<file path="config.mk">
export PLATFORM = sky130hd
export DESIGN_NAME = cpuhp_status
export DESIGN_NICKNAME = d
export VERILOG_FILES = /design/src/rtl/cpuhp_pkg.sv /design/src/rtl/cpuhp_decode.sv /design/src/rtl/cpuhp_presence.sv /design/src/rtl/cpuhp_gpe.sv /design/src/rtl/cpuhp_status.sv
export SDC_FILE = /design/constraint.sdc
export NUM_CORES = 1
export LEC_CHECK = 0
export ABC_CLOCK_PERIOD_IN_PS = 1620
export BUFFER_PORTS_ARGS = -buffer_cell sky130_fd_sc_hd__buf_2
export CORE_MARGIN = 2
export CORE_UTILIZATION = 41
export CTS_CLUSTER_DIAMETER = 60
export CTS_CLUSTER_SIZE = 10
export DETAILED_ROUTE_END_ITERATION = 10
export PLACE_DENSITY = 0.58
export SYNTH_ARGS = -nofsm -noshare
export SYNTH_HDL_FRONTEND = slang
export SYNTH_HIERARCHICAL = 1
export SYNTH_SLANG_ARGS = --single-unit
</file>
<file path="constraint.sdc">
create_clock -name clk_i -period 1.62 [get_ports clk_i]
set_input_delay 0.243 -clock clk_i [delete_from_list [all_inputs] [get_ports clk_i]]
set_output_delay 0.243 -clock clk_i [all_outputs]
set_load 0.03 [all_outputs]
</file>
<file path="src/rtl/cpuhp_pkg.sv">
package cpuhp_pkg;
  localparam int unsigned PCI_BIT = 1;
  localparam int unsigned CPU_BIT = 2;
  localparam logic [7:0]  SCI_MASK = 8'h06;

  typedef enum logic [1:0] {
    SEL_NONE,
    SEL_WIN,
    SEL_STS,
    SEL_EN
  } sel_e;
endpackage

</file>
<file path="src/rtl/cpuhp_decode.sv">
module cpuhp_decode
  import cpuhp_pkg::*;
#(
  parameter int unsigned ADDR_W    = 16,
  parameter int unsigned WIN_BASE  = 32'hAF00,
  parameter int unsigned WIN_BYTES = 32,
  parameter int unsigned STS_ADDR  = 32'hAFE0,
  parameter int unsigned EN_ADDR   = 32'hAFE4,
  localparam int unsigned OFF_W    = $clog2(WIN_BYTES)
) (
  input  logic [ADDR_W-1:0] addr_i,
  output sel_e              sel_o,
  output logic [OFF_W-1:0]  off_o
);
  logic [31:0] a;
  assign a = 32'(addr_i);

  always_comb begin
    off_o = OFF_W'(a - WIN_BASE);
    if (a >= WIN_BASE && a < WIN_BASE + WIN_BYTES) sel_o = SEL_WIN;
    else if (a == STS_ADDR)                        sel_o = SEL_STS;
    else if (a == EN_ADDR)                         sel_o = SEL_EN;
    else                                           sel_o = SEL_NONE;
  end
endmodule

</file>
<file path="src/rtl/cpuhp_presence.sv">
module cpuhp_presence #(
  parameter int unsigned WIN_BYTES = 32,
  parameter int unsigned ID_W      = 9,
  parameter int unsigned INIT_CPUS = 4,
  localparam int unsigned NBITS    = WIN_BYTES * 8
) (
  input  logic             clk_i,
  input  logic             rst_ni,
  input  logic             plug_i,
  input  logic             unplug_i,
  input  logic [ID_W-1:0]  id_i,
  output logic [NBITS-1:0] pres_o,
  output logic             accept_o
);
  logic id_ok;
  assign id_ok    = 32'(id_i) < NBITS;
  assign accept_o = (plug_i || unplug_i) && id_ok;

  for (genvar g = 0; g < NBITS; g++) begin : g_bit
    localparam logic RST_V = (g < INIT_CPUS);
    logic hit;
    assign hit = id_ok && (32'(id_i) == g);

    always_ff @(posedge clk_i or negedge rst_ni) begin
      if (!rst_ni)              pres_o[g] <= RST_V;
      else if (hit && plug_i)   pres_o[g] <= 1'b1;  // plug has priority
      else if (hit && unplug_i) pres_o[g] <= 1'b0;
    end
  end
endmodule

</file>
<file path="src/rtl/cpuhp_gpe.sv">
module cpuhp_gpe
  import cpuhp_pkg::*;
(
  input  logic       clk_i,
  input  logic       rst_ni,
  input  logic       cpu_evt_i,
  input  logic       pci_evt_i,
  input  logic       sts_wr_i,
  input  logic       en_wr_i,
  input  logic [7:0] wdata_i,
  output logic [7:0] sts_o,
  output logic [7:0] en_o,
  output logic       sci_o
);
  logic pci_q, cpu_q;

  // set beats write-one-to-clear
  always_ff @(posedge clk_i or negedge rst_ni) begin
    if (!rst_ni) begin
      pci_q <= 1'b0;
      cpu_q <= 1'b0;
    end else begin
      pci_q <= pci_evt_i || (pci_q && !(sts_wr_i && wdata_i[PCI_BIT]));
      cpu_q <= cpu_evt_i || (cpu_q && !(sts_wr_i && wdata_i[CPU_BIT]));
    end
  end

  always_comb begin
    sts_o          = '0;
    sts_o[PCI_BIT] = pci_q;
    sts_o[CPU_BIT] = cpu_q;
  end

  always_ff @(posedge clk_i or negedge rst_ni) begin
    if (!rst_ni)      en_o <= '0;
    else if (en_wr_i) en_o <= wdata_i;
  end

  always_ff @(posedge clk_i or negedge rst_ni) begin
    if (!rst_ni) sci_o <= 1'b0;
    else         sci_o <= |(sts_o & en_o & SCI_MASK);
  end
endmodule

</file>
<file path="src/rtl/cpuhp_status.sv">
module cpuhp_status
  import cpuhp_pkg::*;
#(
  parameter int unsigned ADDR_W    = 16,
  parameter int unsigned WIN_BASE  = 32'hAF00,
  parameter int unsigned WIN_BYTES = 32,
  parameter int unsigned STS_ADDR  = 32'hAFE0,
  parameter int unsigned EN_ADDR   = 32'hAFE4,
  parameter int unsigned ID_W      = 9,
  parameter int unsigned INIT_CPUS = 4
) (
  input  logic              clk_i,
  input  logic              rst_ni,
  input  logic              req_i,
  input  logic              we_i,
  input  logic [ADDR_W-1:0] addr_i,
  input  logic [7:0]        wdata_i,
  output logic [7:0]        rdata_o,
  input  logic              plug_i,
  input  logic              unplug_i,
  input  logic [ID_W-1:0]   cpu_id_i,
  input  logic              pci_evt_i,
  output logic              sci_o
);
  localparam int unsigned OFF_W = $clog2(WIN_BYTES);
  localparam int unsigned NBITS = WIN_BYTES * 8;

  sel_e             sel;
  logic [OFF_W-1:0] off;
  logic [NBITS-1:0] pres_q;
  logic             cpu_evt;
  logic [7:0]       sts_q, en_q, rd_next;
  logic             sts_wr, en_wr;

  cpuhp_decode #(
    .ADDR_W(ADDR_W), .WIN_BASE(WIN_BASE), .WIN_BYTES(WIN_BYTES),
    .STS_ADDR(STS_ADDR), .EN_ADDR(EN_ADDR)
  ) u_dec (
    .addr_i(addr_i), .sel_o(sel), .off_o(off)
  );

  cpuhp_presence #(
    .WIN_BYTES(WIN_BYTES), .ID_W(ID_W), .INIT_CPUS(INIT_CPUS)
  ) u_pres (
    .clk_i(clk_i), .rst_ni(rst_ni), .plug_i(plug_i), .unplug_i(unplug_i),
    .id_i(cpu_id_i), .pres_o(pres_q), .accept_o(cpu_evt)
  );

  assign sts_wr = req_i && we_i && (sel == SEL_STS);
  assign en_wr  = req_i && we_i && (sel == SEL_EN);

  cpuhp_gpe u_gpe (
    .clk_i(clk_i), .rst_ni(rst_ni), .cpu_evt_i(cpu_evt), .pci_evt_i(pci_evt_i),
    .sts_wr_i(sts_wr), .en_wr_i(en_wr), .wdata_i(wdata_i),
    .sts_o(sts_q), .en_o(en_q), .sci_o(sci_o)
  );

  // window writes are dropped: no write path into the bitmap
  always_comb begin
    unique case (sel)
      SEL_WIN: rd_next = pres_q[{off, 3'b000} +: 8];
      SEL_STS: rd_next = sts_q;
      SEL_EN:  rd_next = en_q;
      default: rd_next = 8'h00;
    endcase
  end

  always_ff @(posedge clk_i or negedge rst_ni) begin
    if (!rst_ni)              rdata_o <= 8'h00;
    else if (req_i && !we_i)  rdata_o <= rd_next;
  end
endmodule

</file>
==> impl_metrics.csv, run 1 <==
group,metric,value,unit
timing,final-hold-violation-count,0,
synth,syn_area,0.0139,mm^2
global_route,antenna_found_initial,0,
die,die-area,0.0354,mm^2
setup_path,worstReg2RegStart,"u_pres/pres_o[0]$_DFFE_PN1P_",
synth,avgSynthCellArea,10.5,um^2
setup_path,ff2ff_path_depth,5,
setup_path,cp_max_fo,8,
route,finalWirelength,41.2,mm
synth,synth_top_area_cell,"dfrtp_1",
timing,rsz0062_at_grt,"yes",
synth,synthFlopType,"dfrtp_1",
timing,period_share,1.14,
synth,ys_types,43,
setup_path,cp.arrival,2270,ps
setup_path,worstPathRequired,2050,ps
clock_network,cts_buffers,34,
cells_and_area,drive_gt1_frac,0.194,
timing,clock.fmax,541,MHz
flow_run,cap_violations,0,
global_route,grt_max_degree,65,
timing,worst_pin_slew,551,ps
setup_path,crit_start,"addr_i[14]",
synth,yosys_warnings,6,
timing,hold_ws,270,ps
synth,synth_edf_count,0,
placed_design,hpwl,25.4,mm
power,power.leakage,0.00702,uW
cells_and_area,final_cells,1838,
global_route,grt_pass1_vias,10800,
die,coreArea,0.0334,mm^2
route,route.detailed.drc,0,
route,via_per_inst,6.09,
placed_design,place_congestion,0.816,
timing,finalMaxSlewViolations,0,
setup_path,crit_path_max_incr_delay,560,ps
setup_path,startpoint_type,"input pin",
cells_and_area,n_antenna_cell,0,
route,routed-via-count,11200,
setup_path,cpMaxStageDelayCell,"or4b_4",
power,peakVddDrop,0.641,mV
clock_network,cts.sinks,275,
clock_network,cts_tree,"done",
route,final_antenna_net_count,0,
timing,setup_ws,-227,ps
timing,slew_headroom,0.631,
setup_path,cp-end-kind,"flip-flop",
die,pin_count,49,
global_route,grt-ovfl-total,0,
clock_network,clock_latency,510,ps
status,violations,"setup timing",
route,drt_iter0_markers,997,
die,die_y,188,um
synth,yosysTopAreaCellShare,0.487,
global_route,grtUsageTotal,0.234,
setup_path,cp_cell_sequence,"buf_6, nand4b_1, or4b_4, nor2_4, inv_2, or3_4, or4_4, o221ai_2",
clock_network,clk_path_buf_depth,3,
status,status,"complete, but fails checks",
setup_path,worstSetupPathType,"input pin to flip-flop",
timing,fin_crit,1850,ps
hold_path,hold_path.class,"input pin to async pin",
timing,setup_viol,16,
synth,seq_area_frac_synth,0.495,
die,row_count,67,
cells_and_area,syn2layout_area_growth,19.2,%
clock_network,root_buffer,"clkbuf_16",
placed_design,placedCellCount,1769,
synth,ys_seq_elements,275,
synth,async_flop_share,1.00,
clock_network,cts_max_level,2,
synth,yosys-top-cells-area,"dfrtp_1 (49%), o31ai_1 (14%), mux2i_1 (8.6%)",
placed_design,io_buffers,48,
synth,netlist_instances,1326,
power,total_power,16300,uW
clock_network,clk_pin_slew_worst_paths,50,ps
power,powerDensity,983,mW/mm^2
route,wl_per_cell,22.4,um
die,start_util,0.416,
cells_and_area,nets,1412,
die,die_x,188,um
global_route,grt_pass1_wl,64.7,mm
route,first_pass_iters,5,
timing,fin_worst_skew,6.38,ps
## state kept, by name, summed over array words and instances, names as in the netlist
name,flops
u_gpe/sci_o,1
u_pres/pres_o,256
rdata_o,8
u_gpe/en_o,8
u_gpe/pci_q,1
u_gpe/cpu_q,1
## final cells by class
cell class	instances	area (um^2)
inverter	1	3.75
timing repair buffer	184	1860
clock inverter	3	40.0
fill	3027	16900
clock buffer	51	998
tap	448	561
sequential	275	6890
multi-input combinational	876	6240
## Yosys cell counts (3+ instances only)
cell / number
o22ai_1: 8
buf_4: 21
o21ai_1: 77
clkbuf_1: 99
mux2_2: 13
mux2i_1: 120
or4b_1: 5
o221ai_1: 8
nand2b_1: 5
nand4bb_1: 8
nor2_1: 8
mux2_1: 3
a21oi_1: 32
a22oi_1: 48
nor3_1: 10
mux2_4: 8
or4_1: 9
buf_6: 18
o21bai_1: 8
buf_1: 16
o21ai_0: 187
nand2_1: 26
nor2b_1: 4
dfstp_2: 4
nand3_1: 5
o31ai_1: 256
nand4b_1: 6
dfrtp_1: 271
buf_2: 25
## layer usage
metal	wire (um)	GRT usage	share of wire	vias up
li1	-	-	-	5151
met3	2650	0.0408	0.064	70
met4	1170	0.0745	0.028	0
met5	0	0	0	-
met2	18400	0.361	0.45	374
met1	19000	0.334	0.46	5606
## cell usage in the layout (no fill, tap or decap), types with 3 or more instances in the layout
cell / synthesis / routed
buf_6: 18 / 4
nor3_1: 10 / 10
o21bai_1: 8 / 8
dlygate4sd3_1: 0 / 10
or4b_1: 5 / 4
buf_4: 21 / 80
mux2i_1: 120 / 120
dfrtp_1: 271 / 271
buf_2: 25 / 45
clkbuf_16: 0 / 37
nand2_1: 26 / 25
o221ai_2: 0 / 5
o21ai_1: 77 / 77
buf_12: 0 / 43
a21oi_1: 32 / 32
nor2_1: 8 / 4
nand4b_1: 6 / 6
clkbuf_1: 99 / 12
o21ai_0: 187 / 187
mux2_1: 3 / 3
or4_4: 0 / 3
mux2_2: 13 / 13
dfstp_2: 4 / 4
nand4bb_1: 8 / 6
nand2b_1: 5 / 3
a22oi_1: 48 / 48
o22ai_1: 8 / 8
o31ai_1: 256 / 256
conb_1: 1 / 6
or4_1: 9 / 6
nand3_1: 5 / 5
mux2_4: 8 / 8
o221ai_1: 8 / 3
## metrics by stage
stage               worst slack [ps]  utilization  area, um^2  setup TNS, ps
global placement                -696        0.459       15300         -20150
detailed placement              -787        0.459       15300         -22940
CTS                             -203        0.495       16600          -1870
global route                    -287        0.496       16600          -4010
finish                          -227        0.496       16600          -3020
floorplan                       -619            -       13900          -7380
## repair_timing
item | 4_1_cts | 5_1_grt
buffers inserted | 3 | 2
endpoints found under the setup margin | 8 | 18
pin swaps | 6 | 0
hold buffers | 10 | 0
gates resized for setup | 14 | 4
hold endpoints to repair | 55 | 0
## cell families (layout without fill, tap and decap cells)
family,count (synthesis),count (layout),share of synthesized area
and+or+nand+nor,98,98,0.0456
other,1,6,0.000269
AOI/OAI and AO/OA,628,628,0.285
DFF,275,275,0.495
buffers and inverters,180,239,0.0662
muxes,144,144,0.108
## report_power, final
group,switching (uW),internal [uW]
Sequential,157,7180
Clock,2830,4380
Combinational,1060,704
## worst paths after layout
path                                             endpoint  slack [ps]
hold / removal             u_pres/pres_o[143]$_DFFE_PN0P_         270
max in group asynchronous    u_pres/pres_o[1]$_DFFE_PN1P_         660
hold reg to reg              u_pres/pres_o[2]$_DFFE_PN1P_         480
min in group clk_i                 rdata_o[3]$_DFFE_PN0P_         270
setup / recovery                   rdata_o[3]$_DFFE_PN0P_        -230
setup reg to reg                   rdata_o[0]$_DFFE_PN0P_        -150
## critical path: cells and delay by family
kind                   cells  cell delay [ps]
buffers and inverters      2              140
AOI/OAI and AO/OA          1              130
and+or+nand+nor            5             1750
No activity file was read; power rests on OpenSTA's default activity.
==> run 2, diff against run 1 <==
CORE_ASPECT_RATIO = 0.8   (was not set)
==> run 2 against run 1 <==
Compared with the run above:
- the run still ends with setup timing left
- core utilization is 0.68 points lower
- clock-buffer cell count shrank 8
- worst setup slack improved by 130 ps
- critical endpoint is now rdata_o[0]$_DFFE_PN0P_
- largest cell class unchanged
- largest power group unchanged
==> impl_metrics.csv, run 2 (same netlist as run 1, synthesis figures left out) <==
group,metric,value,unit
cells_and_area,drive_gt1_frac,0.204,
setup_path,crit_path_max_incr_delay,550,ps
hold_path,hold_path.class,"input pin to async pin",
die,start_util,0.415,
cells_and_area,final_common_cell,"dfrtp_1",
route,final_antenna_net_count,0,
timing,setup_viol,8,
setup_path,r2r_end,"rdata_o[0]$_DFFE_PN0P_",
clock_network,clk_path_buf_depth,3,
clock_network,cts_buffers,31,
setup_path,rrSetupSlack,-100,ps
die,row_count,60,
setup_path,cp_cell_sequence,"buf_6, nand4b_1, or4b_4, nor2_4, inv_2, or3_4, or4_1, o221ai_1",
timing,finalMaxSlewViolations,0,
cells_and_area,nets,1414,
setup_path,cp_max_fo,8,
setup_path,startpoint_type,"input pin",
clock_network,cts.sinks,275,
setup_path,cp.arrival,2200,ps
cells_and_area,layout_common_cells,"dfrtp_1 (271), o31ai_1 (256), o21ai_0 (187), mux2i_1 (119), buf_4 (92)",
cells_and_area,n_antenna_cell,0,
global_route,grtUsageTotal,0.242,
setup_path,cpMaxStageDelayCell,"or4b_4",
route,via_per_inst,6.16,
clock_network,clk_pin_slew_worst_paths,60,ps
setup_path,worstReg2RegStart,"u_pres/pres_o[0]$_DFFE_PN1P_",
route,wl_per_cell,23.5,um
placed_design,place_area,0.0153,mm^2
setup_path,cp-end-kind,"flip-flop",
timing,slew_headroom,0.536,
cells_and_area,fin_util,0.489,
global_route,grt_pass1_vias,11100,
power,power.leakage,0.00691,uW
placed_design,hpwl,26.7,mm
cells_and_area,finalInstanceArea,0.0164,mm^2
cells_and_area,largest_reg_flops,256,
timing,rsz0062_at_grt,"yes",
global_route,grt_pass1_wl,66.8,mm
timing,clock.fmax,581,MHz
timing,period_share,1.06,
timing,fin_worst_skew,9.51,ps
die,die_x,210,um
status,violations,"setup timing",
placed_design,place_congestion,0.846,
clock_network,cts_max_level,1,
timing,setup_ws,-102,ps
timing,final-hold-violation-count,0,
clock_network,clock_latency,560,ps
route,route.detailed.drc,0,
route,drt_iter0_markers,1167,
timing,fin_crit,1720,ps
route,routed-via-count,11200,
cells_and_area,syn2layout_area_growth,18.0,%
clock_network,postCtsSetupBuffers,0,
timing,hold_ws,154,ps
power,peakVddDrop,0.569,mV
placed_design,io_buffers,48,
route,first_pass_iters,5,
cells_and_area,final_cells,1819,
route,finalWirelength,42.7,mm
power,powerDensity,934,mW/mm^2
setup_path,worstSetupPathType,"input pin to flip-flop",
die,die_y,169,um
die,die-area,0.0355,mm^2
global_route,grt_max_degree,65,
status,status,"complete, but fails checks",
flow_run,cap_violations,0,
timing,worst_pin_slew,693,ps
global_route,grt-ovfl-total,0,
cells_and_area,top_register,"u_pres/pres_o",
clock_network,cts_tree,"done",
cells_and_area,largestRegisters,"u_pres/pres_o: 256 flops, rdata_o: 8 flops, u_gpe/en_o: 8 flops",
placed_design,placedCellCount,1765,
die,coreArea,0.0336,mm^2
global_route,antenna_found_initial,0,
placed_design,pre_cts_slack,-755,ps
clock_network,root_buffer,"clkbuf_16",
setup_path,ff2ff_path_depth,5,
die,pin_count,49,
setup_path,worstPathRequired,2100,ps
[run 2: changes by cell type in the layout (fill, tap and decap cells not counted), moves of 4 or more]
cell | before | now
a22oi_1 | 48 | 44
a21oi_1 | 32 | 25
nor3_2 | 0 | 4
buf_4 | 80 | 92
a21oi_2 | 0 | 7
buf_12 | 43 | 39
a22oi_2 | 0 | 4
clkbuf_16 | 37 | 31
nor3_1 | 10 | 6
[run 2: worst max-delay path by stage]
stage | start | cells after the start | endpoint | slack, ps
2_1_floorplan | addr_i[14] | 8 | rdata_o[3]$_DFFE_PN0P_ | -620
3_5_place_dp | addr_i[1] | 8 | rdata_o[0]$_DFFE_PN0P_ | -760
6_report | addr_i[14] | 8 | rdata_o[0]$_DFFE_PN0P_ | -100
5_1_grt | u_pres/pres_o[0]$_DFFE_PN1P_ | 5 | rdata_o[0]$_DFFE_PN0P_ | -150
3_3_place_gp | addr_i[1] | 8 | rdata_o[5]$_DFFE_PN0P_ | -730
4_1_cts | u_pres/pres_o[3]$_DFFE_PN1P_ | 5 | rdata_o[3]$_DFFE_PN0P_ | -100
[run 2: layout make-up]
cell class / count / area [um^2]
Fill cell: 2977 / 17100
Timing Repair Buffer: 189 / 1830
Clock inverter: 1 / 7.51
Inverter: 1 / 3.75
Clock buffer: 43 / 821
Sequential cell: 275 / 6890
Tap cell: 434 / 543
Multi-Input combinational cell: 876 / 6330
[run 2: power breakdown]
part / internal (uW) / switching, uW
logic: 727 / 1100
clock network: 3440 / 2720
registers: 7180 / 159
total: 11400 / 3990
[run 2: layer usage]
| layer | part of all wire | wire [um] | vias to the layer above | GRT usage |
|---|---|---|---|---|
| li1 | - | - | 5158 | - |
| met1 | 0.46 | 19600 | 5596 | 0.353 |
| met2 | 0.44 | 18800 | 383 | 0.364 |
| met3 | 0.070 | 3010 | 76 | 0.0464 |
| met4 | 0.030 | 1290 | 0 | 0.0786 |
| met5 | 0 | 0 | - | 0 |
[run 2: timing repair]
item | CTS | global route
hold buffers | 10 | 0
pin swaps | 15 | 6
resized for setup | 17 | 15
endpoints found under the hold margin | 281 | 0
setup endpoints to repair | 8 | 8
[run 2: stage by stage]
step / total power, uW / setup TNS (ps)
4_1_cts: 15400 / -585
6_report: 15300 / -576
3_3_place_gp: 9200 / -23190
2_1_floorplan: 8420 / -7380
3_5_place_dp: 9230 / -25570
5_1_grt: 15900 / -829
[run 2: worst max-delay path: cells and delay by family]
family | cells | cell delay, ps
AND/OR/NAND/NOR | 5 | 1660
buffers and inverters | 2 | 130
AO/OA/AOI/OAI | 1 | 170
